==> config.mk <==
export PLATFORM = sky130hd
export DESIGN_NAME = bitscan_unit
export DESIGN_NICKNAME = d
export VERILOG_FILES = /design/src/rtl/bsu_pkg.sv /design/src/rtl/bsu_scan_engine.sv /design/src/rtl/bsu_bit_op.sv /design/src/rtl/bsu_byte_swap.sv /design/src/rtl/bitscan_unit.sv
export SDC_FILE = /design/constraint.sdc
export NUM_CORES = 1
export LEC_CHECK = 0
export ABC_AREA = 1
export BUFFER_PORTS_ARGS = -buffer_cell sky130_fd_sc_hd__buf_2
export CAP_MARGIN = 20
export CORE_ASPECT_RATIO = 0.9
export CORE_UTILIZATION = 52
export CTS_CLUSTER_DIAMETER = 150
export DETAILED_ROUTE_END_ITERATION = 6
export PLACE_DENSITY = 0.73
export SLEW_MARGIN = 20
export SYNTH_ARGS = -nofsm -noshare
export SYNTH_HDL_FRONTEND = slang
export SYNTH_SLANG_ARGS = --single-unit
export TNS_END_PERCENT = 20
==> constraint.sdc <==
create_clock -name clk -period 3.05 [get_ports clk]
set_clock_uncertainty 0.2 [all_clocks]
set_input_delay 0.305 -clock clk [delete_from_list [all_inputs] [get_ports clk]]
set_output_delay 0.305 -clock clk [all_outputs]
set_load 0.02 [all_outputs]
==> src/rtl/bsu_pkg.sv <==
package bsu_pkg;
  typedef enum logic [2:0] {
    OP_SCAN_UP   = 3'd0,
    OP_SCAN_DOWN = 3'd1,
    OP_TEST      = 3'd2,
    OP_FLIP      = 3'd3,
    OP_CLEAR     = 3'd4,
    OP_MARK      = 3'd5,
    OP_SWAP      = 3'd6,
    OP_IDLE      = 3'd7
  } bsu_op_e;

  function automatic logic is_scan(input logic [2:0] code);
    return (code == OP_SCAN_UP) || (code == OP_SCAN_DOWN);
  endfunction

  function automatic logic is_bit_op(input logic [2:0] code);
    return (code == OP_TEST) || (code == OP_FLIP) ||
           (code == OP_CLEAR) || (code == OP_MARK);
  endfunction
endpackage

==> src/rtl/bsu_scan_engine.sv <==
module bsu_scan_engine #(
  parameter int DATA_W = 32,
  localparam int IDX_W = $clog2(DATA_W),
  localparam int HALF_W = DATA_W / 2
) (
  input  logic              clk,
  input  logic              rst_n,
  input  logic              load,
  input  logic              descend,
  input  logic              wide,
  input  logic [DATA_W-1:0] opnd,
  output logic              busy,
  output logic              hit,
  output logic              exhaust,
  output logic [IDX_W-1:0]  pos
);
  localparam logic [IDX_W-1:0] TOP_WIDE   = IDX_W'(DATA_W - 1);
  localparam logic [IDX_W-1:0] TOP_NARROW = IDX_W'(HALF_W - 1);

  logic [DATA_W-1:0] data_q;
  logic [IDX_W-1:0]  pos_q;
  logic [IDX_W-1:0]  stop_q;
  logic              down_q;
  logic              busy_q;
  logic [IDX_W-1:0]  top_pos;
  logic              cur_bit;

  assign top_pos = wide ? TOP_WIDE : TOP_NARROW;
  assign cur_bit = data_q[pos_q];
  assign hit     = busy_q & cur_bit;
  assign exhaust = busy_q & ~cur_bit & (pos_q == stop_q);
  assign busy    = busy_q;
  assign pos     = pos_q;

  always_ff @(posedge clk or negedge rst_n) begin
    if (!rst_n) begin
      data_q <= '0;
      pos_q  <= '0;
      stop_q <= '0;
      down_q <= 1'b0;
      busy_q <= 1'b0;
    end else if (load) begin
      data_q <= wide ? opnd : {{HALF_W{1'b0}}, opnd[HALF_W-1:0]};
      pos_q  <= descend ? top_pos : '0;
      stop_q <= descend ? '0 : top_pos;
      down_q <= descend;
      busy_q <= 1'b1;
    end else if (busy_q) begin
      if (hit || exhaust) begin
        busy_q <= 1'b0;
      end else begin
        pos_q <= down_q ? pos_q - IDX_W'(1) : pos_q + IDX_W'(1);
      end
    end
  end
endmodule

==> src/rtl/bsu_bit_op.sv <==
module bsu_bit_op #(
  parameter int DATA_W = 32,
  localparam int IDX_W = $clog2(DATA_W),
  localparam int HALF_W = DATA_W / 2
) (
  input  logic [2:0]        op,
  input  logic              wide,
  input  logic [DATA_W-1:0] opnd,
  input  logic [IDX_W-1:0]  idx,
  output logic [DATA_W-1:0] res,
  output logic              picked
);
  import bsu_pkg::*;

  logic [IDX_W-1:0]  eff_idx;
  logic [DATA_W-1:0] base;
  logic [DATA_W-1:0] sel_mask;

  assign eff_idx  = wide ? idx : {1'b0, idx[IDX_W-2:0]};
  assign base     = wide ? opnd : {{HALF_W{1'b0}}, opnd[HALF_W-1:0]};
  assign sel_mask = {{(DATA_W-1){1'b0}}, 1'b1} << eff_idx;
  assign picked   = base[eff_idx];

  always_comb begin
    case (op)
      OP_FLIP:  res = base ^ sel_mask;
      OP_CLEAR: res = base & ~sel_mask;
      OP_MARK:  res = base | sel_mask;
      default:  res = base;
    endcase
  end
endmodule

==> src/rtl/bsu_byte_swap.sv <==
module bsu_byte_swap #(
  parameter int DATA_W = 32,
  localparam int NBYTES = DATA_W / 8
) (
  input  logic              wide,
  input  logic [DATA_W-1:0] opnd,
  output logic [DATA_W-1:0] res
);
  logic [DATA_W-1:0] swapped;

  for (genvar b = 0; b < NBYTES; b++) begin : g_byte
    assign swapped[8*b +: 8] = opnd[DATA_W - 8 - 8*b +: 8];
  end

  assign res = wide ? swapped : '0;
endmodule

==> src/rtl/bitscan_unit.sv <==
module bitscan_unit #(
  parameter int DATA_W = 32,
  localparam int IDX_W = $clog2(DATA_W)
) (
  input  logic              clk,
  input  logic              rst_n,
  input  logic              start,
  input  logic [2:0]        op,
  input  logic              wide,
  input  logic [DATA_W-1:0] operand,
  input  logic [IDX_W-1:0]  bit_idx,
  output logic [DATA_W-1:0] result,
  output logic [IDX_W-1:0]  index,
  output logic              zf,
  output logic              cf,
  output logic              done,
  output logic              busy
);
  import bsu_pkg::*;

  logic              accept;
  logic              scan_go;
  logic              scan_hit;
  logic              scan_exhaust;
  logic [IDX_W-1:0]  scan_pos;
  logic [DATA_W-1:0] bit_res;
  logic              bit_picked;
  logic [DATA_W-1:0] swap_res;

  assign accept  = start & ~busy;
  assign scan_go = accept & is_scan(op);

  bsu_scan_engine #(.DATA_W(DATA_W)) u_scan (
    .clk     (clk),
    .rst_n   (rst_n),
    .load    (scan_go),
    .descend (op == OP_SCAN_DOWN),
    .wide    (wide),
    .opnd    (operand),
    .busy    (busy),
    .hit     (scan_hit),
    .exhaust (scan_exhaust),
    .pos     (scan_pos)
  );

  bsu_bit_op #(.DATA_W(DATA_W)) u_bit (
    .op     (op),
    .wide   (wide),
    .opnd   (operand),
    .idx    (bit_idx),
    .res    (bit_res),
    .picked (bit_picked)
  );

  bsu_byte_swap #(.DATA_W(DATA_W)) u_swap (
    .wide (wide),
    .opnd (operand),
    .res  (swap_res)
  );

  always_ff @(posedge clk or negedge rst_n) begin
    if (!rst_n) begin
      result <= '0;
      index  <= '0;
      zf     <= 1'b0;
      cf     <= 1'b0;
      done   <= 1'b0;
    end else begin
      done <= 1'b0;
      if (accept && !is_scan(op)) begin
        done <= 1'b1;
        if (is_bit_op(op)) begin
          result <= bit_res;
          cf     <= bit_picked;
        end else if (op == OP_SWAP) begin
          result <= swap_res;
        end
      end
      if (scan_hit) begin
        done   <= 1'b1;
        zf     <= 1'b1;
        index  <= scan_pos;
        result <= DATA_W'(scan_pos);
      end else if (scan_exhaust) begin
        done <= 1'b1;
        zf   <= 1'b0;
      end
    end
  end
endmodule

# Word-level counts from Yosys, hierarchy flattened

Index checks and enable logic that the tools add are counted.

Flip-flop bits (word level): 84
Input bits: 44

$add $sub $neg: 2
Order comparisons: 2
Equality and inequality tests: 8
Shift operators: 1
Multiplexer cells: 27
Bitwise gates (word level): 11
Reductions and logical operators: 15

Operator list:

| operator               | number |
|---|---|
| $mux W32               | 6 |
| $pmux W32 S3           | 1 |
| $mux W5                | 8 |
| $and A32 B32 Y32       | 1 |
| $not A32 Y32           | 1 |
| $or A32 B32 Y32        | 1 |
| $shl A1 B5 Y32 const A | 1 |
| $xor A32 B32 Y32       | 1 |
| $lt A5 B6 Y1 const B   | 2 |
| $bmux W1 S5            | 2 |
| $mux W1                | 10 |
| $eq A3 B3 Y1 const B   | 3 |
| $eq A3 B2 Y1 const B   | 2 |
| $reduce_and A2 Y1      | 3 |
| $reduce_bool A2 Y1     | 3 |
| $add A5 B1 Y5 const B  | 1 |
| $and A1 B1 Y1          | 5 |
| $eq A5 B5 Y1           | 1 |
| $logic_or A1 B1 Y1     | 5 |
| $sub A5 B1 Y5 const B  | 1 |
| $eq A3 B1 Y1 const B   | 1 |
| $logic_not A3 Y1       | 1 |
| $reduce_bool A3 Y1     | 1 |
| $ne A2 B2 Y1 const B   | 1 |
| 3 further kinds        | 4 |

# Longest topological paths before layout

Gate-level depths: netlist (run 1).

Depth after elaboration: 9
Depth in mapped cells: 14

# Hierarchy

A second synthesis (run 1) with hierarchy kept.

Cells, all modules: 1020
Area, all modules: 6796.5 um^2

By module, submodules not included:

| module          | times used | cells an instance | area an instance (um^2) | sequential area each (um^2) |
|---|---|---|---|---|
| bsu_bit_op      | 1          | 382               | 2275.9                  | 0.0 |
| bsu_scan_engine | 1          | 285               | 2149.6                  | 1026.0 |
| bitscan_unit    | 1          | 286               | 2097.0                  | 1001.0 |
| bsu_byte_swap   | 1          | 67                | 274.0                   | 0.0 |

# Worst setup path before layout (run 1)

Ideal clock, no wire load.

Path type: in2reg
Start point: input port wide
End point: register result[20]
Library setup time: 63 ps
Arrival time: 2013 ps
Path slack: 774 ps
Stages on the path: 13
Buffers on the path: 2
Path through: buf_2 > nand2_1 > clkinv_1 > clkbuf_1 > nand4_1 > ha_1 > o21ai_0 > nor2_1 > a31oi_1 > nand2_1 > nand2_1 > nand2_1 > inv_1

Cells in the longest elaborated chain, start to end: 8

RTL lines:

| what                   | RTL line           | text |
|---|---|---|
| start: declaration     | bitscan_unit.sv:9  | `input logic wide,` |
| $mux W5                | bsu_bit_op.sv:19   | `assign eff_idx = wide ? idx : {1'b0, idx[IDX_W-2:0]};` |
| $shl A1 B5 Y32         | bsu_bit_op.sv:21   | `assign sel_mask = {{(DATA_W-1){1'b0}}, 1'b1} << eff_idx;` |
| $not A32 Y32           | bsu_bit_op.sv:27   | `OP_CLEAR: res = base & ~sel_mask;` |
| $and A32 B32 Y32       | bsu_bit_op.sv:27   |  |
| $pmux W32 S3           | bsu_bit_op.sv:25   | `case (op)` |
| $mux W32 (*)           | bitscan_unit.sv:72 | `if (is_bit_op(op)) begin` |
| $mux W32 (*)           | bitscan_unit.sv:70 | `if (accept && !is_scan(op)) begin` |
| $mux W32 (*)           | bitscan_unit.sv:79 | `if (scan_hit) begin` |
| end signal: assignment | bitscan_unit.sv:73 | `result <= bit_res;` |
| end signal: assignment | bitscan_unit.sv:76 | `result <= swap_res;` |
| end signal: assignment | bitscan_unit.sv:83 | `result <= DATA_W'(scan_pos);` |
| end: declaration       | bitscan_unit.sv:12 | `output logic [DATA_W-1:0] result,` |

Mark *: on every way between the ends. The rest lies on a longest branch, timed or not. The select of a mux whose other input is x is not followed.
A chain may end at the register's enable or synchronous reset.

# Final worst setup path (run 1)

Start point: register u_scan.pos_q[0], in the netlist u_scan.pos[0]
End point: register result[3]

Cells in the longest elaborated chain, start to end: 5

RTL lines:

| what                                                                             | RTL line              | text |
|---|---|---|
| start: declaration                                                               | bsu_scan_engine.sv:21 | `logic [IDX_W-1:0] pos_q;` |
| start signal: assignment                                                         | bsu_scan_engine.sv:44 | `pos_q <= descend ? top_pos : '0;` |
| start signal: assignment                                                         | bsu_scan_engine.sv:52 | `pos_q <= down_q ? pos_q - IDX_W'(1) : pos_q + IDX_W'(1);` |
| $bmux W1 S5 (*)                                                                  | bsu_scan_engine.sv:29 | `assign cur_bit = data_q[pos_q];` |
| $mux W1 (not written as such) (*)                                                | bsu_scan_engine.sv:29 |  |
| $and A1 B1 Y1 (*)                                                                | bsu_scan_engine.sv:30 | `assign hit = busy_q & cur_bit;` |
| $reduce_bool A3 Y1 (no source line) / $reduce_bool A2 Y1 (equally long branches) | -                     |  |
| $reduce_and A2 Y1 (no source line)                                               | -                     |  |

Marks and branches as above.

==> results.sh, run 1 <==
export IMPL_drc=0
export IMPL_synth_top_family_by_area="simple AND/OR/NAND/NOR gates"
export IMPL_globalRouteTotalUtil=0.327
export IMPL_netlist_area_leader_share=0.324
export IMPL_slew_violations=0
export IMPL_core_um2=11600
export IMPL_start_util=0.540
export IMPL_synth_yosys_seq_area_share=0.324
export IMPL_fmax_mhz=413
export IMPL_synth_top_flop_cell="dfrtp_1"
export IMPL_clk_latency_ns=0.35
export IMPL_clk_path_buf_depth=2
export IMPL_portBuffers=84
export IMPL_grt_ovfl_total=0
export IMPL_nets=1073
export IMPL_cts_made_buffers=9
export IMPL_setup_violations_final=0
export IMPL_wirelength_um=19800
export IMPL_drv_cap=0
export IMPL_min_period_ns=2.42
export IMPL_yosys_top_cells_area="dfrtp_1, nand2_1, ha_1"
export IMPL_cts_tree="built"
export IMPL_die_area_um2=12500
export IMPL_power_density_nw_per_um2=746
export IMPL_dp_final_hpwl_um=14300
export IMPL_first_pass_iters=6
export IMPL_post_cts_setup_buffer_count=0
export IMPL_asyncSetResetFlopFracSynth=1.00
export IMPL_drtIter0Drc=780
export IMPL_required_ns=3.13
export IMPL_relSlewSlack=0.559
export IMPL_synth_mux_area_frac=0
export IMPL_worst_pin_slew_ns=0.657
export IMPL_grt_pass1_wl_um=31700
export IMPL_syn_avg_cell_area_um2=6.98
export IMPL_ant_nets=0
export IMPL_fillers=1144
export IMPL_synth_compound_area_frac=0.156
export IMPL_ir_drop_mv=0.469
export IMPL_area_growth_pct=14.0
export IMPL_synthSimpleGateAreaFrac=0.283
export IMPL_yosys_area_top_type="dfrtp_1"
export IMPL_hold_path_class="in2reg"
export IMPL_grt_max_degree=73
export IMPL_rsz0062_at_grt="no"
export IMPL_gp_congestion=0.954
export IMPL_crit_arrival_ns=2.51
export IMPL_die_x_um=118
export IMPL_crit_fanout=40
export IMPL_antenna_found_initial=0
export IMPL_run_status="completed"
export IMPL_synth_cell_types=31
export IMPL_htreeDepth=3
export IMPL_hold_viol=0
export IMPL_drive_gt1_frac=0.131
export IMPL_setup_worst_path_start_class="register"
export IMPL_ctsHoldBuffers=1
export IMPL_detail_route_wl_per_cell_um=17.7
export IMPL_grt_pass1_vias=6086
export IMPL_finalPower_mw=5.32
export IMPL_synth_nets=1008
export IMPL_ys_warnings_count=0
export IMPL_vias=6393
export IMPL_synth_edf_count=0
export IMPL_cts_root_buf="clkbuf_16"
export IMPL_netlist_area_um2=6250
export IMPL_io_pins=85
export IMPL_cts_resized=0
export IMPL_clock_sinks=81
export IMPL_synthAdderAreaFrac=0.137
export IMPL_via_per_inst=5.70
export IMPL_critPathKind="reg2reg"
export IMPL_die_y_um=106
export IMPL_row_count=37
export IMPL_crit_path_end_kind="register"
export IMPL_syn_inst=896
export IMPL_synth_xor_area_frac=0.00420
export IMPL_tns_ns=0
export IMPL_insertedDiodeCount=0
export IMPL_power_leakage_nw=3.79
export IMPL_path_clk_slew_ns=0.07
export IMPL_post_route_period_util=0.794
export IMPL_synth_seq_cells=81
[sequential cells by signal, indices dropped and copies added, names as in the netlist]
register       count
cf                 1
done               1
index              5
result            32
u_scan.busy        1
u_scan.data_q     32
u_scan.down_q      1
u_scan.pos         5
u_scan.stop_q      2
zf                 1
[cell families (layout without fill, tap and decap cells)]
group                    after synthesis  in the layout
adder cells (fa/ha/maj)               68             68
XOR/XNOR                               3              3
AND/OR/NAND/NOR                      422            422
buffers and inverters                152            222
flip-flops                            81             81
AO/OA/AOI/OAI                        170            170
[layout make-up]
| class | instances | area (µm²) | share of cell area |
|---|---|---|---|
| multi-input combinational | 663 | 3650 | 0.512 |
| sequential | 81 | 2030 | 0.284 |
| timing repair buffer | 105 | 596 | 0.0835 |
| inverter | 101 | 382 | 0.0535 |
| clock buffer | 11 | 243 | 0.0340 |
| tap | 156 | 195 | 0.0274 |
| clock inverter | 5 | 38.8 | 0.00544 |
[routing by layer]
layer  vias up  routed length, µm  track usage
li1       3086                  -            -
met1      2959               8360        0.426
met2       287               9010        0.524
met3        61               1510       0.0574
met4         0                937        0.168
met5         -                  0            0
[final timing paths]
check / startpoint / end / slack, ns / cells past startpoint
max: u_scan.pos[0] / result[3] / 0.63 / 10
min: operand[10] / u_scan.data_q[10] / 0.14 / 3
max reg2reg: u_scan.pos[0] / result[3] / 0.63 / 10
min reg2reg: index[2] / index[2] / 0.29 / 2
max in group asynchronous: rst_n / result[28] / 1.66 / 3
min in group asynchronous: rst_n / u_scan.data_q[21] / 0.26 / 2
[through the flow]
| step | hold slack [ns] | util | setup slack [ns] | cell area, µm² | cells |
|---|---|---|---|---|---|
| floorplan | -0.191 | - | 0.774 | 6250 | 896 |
| global placement | 0.108 | 0.591 | 0.576 | 6840 | 1105 |
| detailed placement | 0.109 | 0.591 | 0.592 | 6840 | 1105 |
| CTS | 0.140 | 0.616 | 0.631 | 7130 | 1122 |
| global route | 0.157 | 0.616 | 0.474 | 7130 | 1122 |
| finish | 0.142 | 0.616 | 0.629 | 7130 | 1122 |
[report_power, final]
group | total [mW] | leakage, nW | switching, mW | internal, mW
combinational | 2.44 | 2.63 | 1.60 | 0.839
sequential | 1.82 | 1.03 | 0.310 | 1.51
clock | 1.05 | 0.136 | 0.475 | 0.579
[cell usage after synthesis, types with 5 or more instances]
cell	instances
nand2_1	272
inv_1	94
dfrtp_1	81
o21ai_0	81
nand3_1	73
ha_1	67
nor2_1	44
a21oi_1	28
clkbuf_1	28
nand4_1	27
o22ai_1	18
buf_2	16
o211ai_1	16
a22oi_1	8
buf_1	6
a211oi_1	5
clkinv_1	5
[worst max-delay path, cell delays in order, from the launching register on]
cell	delay, ns
dfrtp_1	0.58
buf_4	0.28
o21ai_0	0.11
o21ai_0	0.32
a21oi_1	0.11
nand2_1	0.11
nand3_1	0.14
buf_12	0.21
inv_4	0.08
nand2_1	0.10
nand3_1	0.11
[placed cells by master (no fill, tap or decap), types with 2 or more instances in the layout]
master / n
nand2_1: 271
clkinv_4: 2
a21boi_1: 2
nand3b_1: 3
o21ai_1: 2
buf_4: 20
xor2_1: 3
o22ai_1: 18
o211ai_1: 16
a31oi_1: 4
nor2_1: 43
a211oi_1: 5
dfrtp_1: 81
a22oi_1: 8
nand4_1: 27
o21ai_0: 81
ha_1: 67
inv_1: 94
nand2_2: 2
nand3_1: 73
nand3_2: 2
clkinv_1: 5
o2111ai_1: 3
buf_2: 83
a21oi_1: 28
clkbuf_16: 9
Power figures use the tool's default switching activity.
==> run 2: changes to the inputs <==
==> constraint.sdc (replaced) <==
create_clock -name clk -period 2.4 [get_ports clk]
set_clock_uncertainty 0.2 [all_clocks]
set_input_delay 0.24 -clock clk [delete_from_list [all_inputs] [get_ports clk]]
set_output_delay 0.24 -clock clk [all_outputs]
set_load 0.02 [all_outputs]
==> run 2 against run 1 <==
Flip-flop and latch count is the same. Power grew 30%. Combinational power grew 32%. Sequential power grew 25%. Critical path depth grew 2. Wire length grew 0.68%.
==> results.sh, run 2 (synthesis gave the netlist of run 1 again) <==
export IMPL_run_status="completed"
export IMPL_worst_pin_slew_ns=0.608
export IMPL_cts_tree="built"
export IMPL_power_density_nw_per_um2=939
export IMPL_rsz0062_at_grt="no"
export IMPL_grt_ovfl_total=0
export IMPL_cts_made_buffers=9
export IMPL_hold_path_class="in2reg"
export IMPL_die_x_um=118
export IMPL_globalRouteTotalUtil=0.329
export IMPL_tns_ns=0
export IMPL_crit_path_top_delay_cell="dfrtp_1"
export IMPL_path_cells="buf_4 -> nor2_1 -> nor2_1 -> nand2_1 -> o21ai_0 -> a21oi_1 -> nand2_1 -> nand3_1 -> buf_12 -> inv_4 -> nand2_1 -> nand3_1"
export IMPL_die_y_um=106
export IMPL_hold_viol=0
export IMPL_nets=1094
export IMPL_relSlewSlack=0.594
export IMPL_slew_violations=0
export IMPL_crit_family="simple AND/OR/NAND/NOR gates"
export IMPL_insertedDiodeCount=0
export IMPL_gp_congestion=0.931
export IMPL_htreeDepth=3
export IMPL_drc=0
export IMPL_die_area_um2=12500
export IMPL_core_um2=11600
export IMPL_ir_drop_mv=0.661
export IMPL_io_pins=85
export IMPL_crit_path_end_kind="register"
export IMPL_drive_gt1_frac=0.150
export IMPL_detail_route_wl_per_cell_um=17.5
export IMPL_fillers=1106
export IMPL_power_leakage_nw=3.93
export IMPL_path_clk_slew_ns=0.06
export IMPL_critPathKind="reg2reg"
export IMPL_final_common_cell="nand2_1"
export IMPL_setup_worst_path_start_class="register"
export IMPL_first_pass_iters=5
export IMPL_dp_final_hpwl_um=14700
export IMPL_critPathMaxStageDelay_ns=0.40
export IMPL_clock_sinks=81
export IMPL_crit_top_cell="nand2_1"
export IMPL_grt_max_degree=65
export IMPL_clk_latency_ns=0.34
export IMPL_finalPower_mw=6.92
export IMPL_start_util=0.540
export IMPL_setup_violations_final=0
export IMPL_antenna_found_initial=0
export IMPL_grt_pass1_wl_um=31800
export IMPL_via_per_inst=5.77
export IMPL_final_cell_mix="nand2_1, inv_1, buf_2"
export IMPL_fmax_mhz=458
export IMPL_crit_fanout=40
export IMPL_reg_top3="result (32), u_scan.data_q (32)"
export IMPL_min_period_ns=2.18
export IMPL_crit_arrival_ns=2.20
export IMPL_row_count=37
export IMPL_ant_nets=0
export IMPL_portBuffers=84
export IMPL_cp_num_buf_inv=3
export IMPL_clk_path_buf_depth=2
export IMPL_required_ns=2.42
export IMPL_drv_cap=0
export IMPL_wirelength_um=20000
export IMPL_grt_pass1_vias=6030
export IMPL_drtIter0Drc=718
export IMPL_post_cts_setup_buffer_count=0
export IMPL_area_growth_pct=17.9
export IMPL_cts_root_buf="clkbuf_16"
export IMPL_vias=6590
export IMPL_post_route_period_util=0.909
run 2: worst paths after layout:
| path | from | endpoint | slack (ns) | depth (start not counted) |
|---|---|---|---|---|
| worst max-delay path | u_scan.pos[0] | result[0] | 0.22 | 12 |
| worst min-delay path | operand[18] | u_scan.data_q[18] | 0.07 | 3 |
| worst max register to register | u_scan.pos[0] | result[0] | 0.22 | 12 |
| worst min register to register | zf | zf | 0.28 | 2 |
| max in group asynchronous | rst_n | result[26] | 1.21 | 3 |
| min in group asynchronous | rst_n | u_scan.data_q[17] | 0.21 | 2 |
run 2: layer usage:
| metal | global-route usage | up-vias | routed length, µm |
|---|---|---|---|
| li1 | - | 3127 | - |
| met1 | 0.454 | 3081 | 8480 |
| met2 | 0.506 | 323 | 8850 |
| met3 | 0.0499 | 59 | 1640 |
| met4 | 0.163 | 0 | 991 |
| met5 | 0 | - | 0 |
run 2: through the flow:
stage	std cells	instance area (µm²)	setup slack, ns	util	hold WS [ns]
5_1_grt	1142	7370	0.0391	0.637	0.0945
3_5_place_dp	1126	7060	0.109	0.610	0.0341
4_1_cts	1142	7370	0.208	0.637	0.0660
6_report	1142	7370	0.219	0.637	0.0730
2_1_floorplan	896	6250	0.189	-	-0.256
3_3_place_gp	1126	7060	0.140	0.610	0.0310
run 2: timing repair:
action	4_1_cts	5_1_grt
resized for setup	0	0
endpoints found under the hold margin	33	0
endpoints found under the setup margin	0	0
hold buffers	1	0
run 2: power by group:
| group | switching [mW] | total, mW | internal, mW |
|---|---|---|---|
| clock network | 0.567 | 1.43 | 0.859 |
| registers | 0.360 | 2.28 | 1.92 |
| logic | 2.08 | 3.21 | 1.13 |
run 2: tightest hold or removal path: cells and delay by family:
family,cells,cell delay [ns]
buf+inv,1,0.09
compound gates,1,0.10
simple gates,1,0.13
run 2: area by class of cell:
cell class | count | area (µm²) | area share
multi-input cells | 663 | 3650 | 0.495
flip-flops and latches | 81 | 2030 | 0.275
repair buffers | 126 | 816 | 0.111
inverters | 101 | 382 | 0.0518
clock buffers | 11 | 253 | 0.0343
well taps | 156 | 195 | 0.0265
clock inverters | 4 | 51.3 | 0.00696
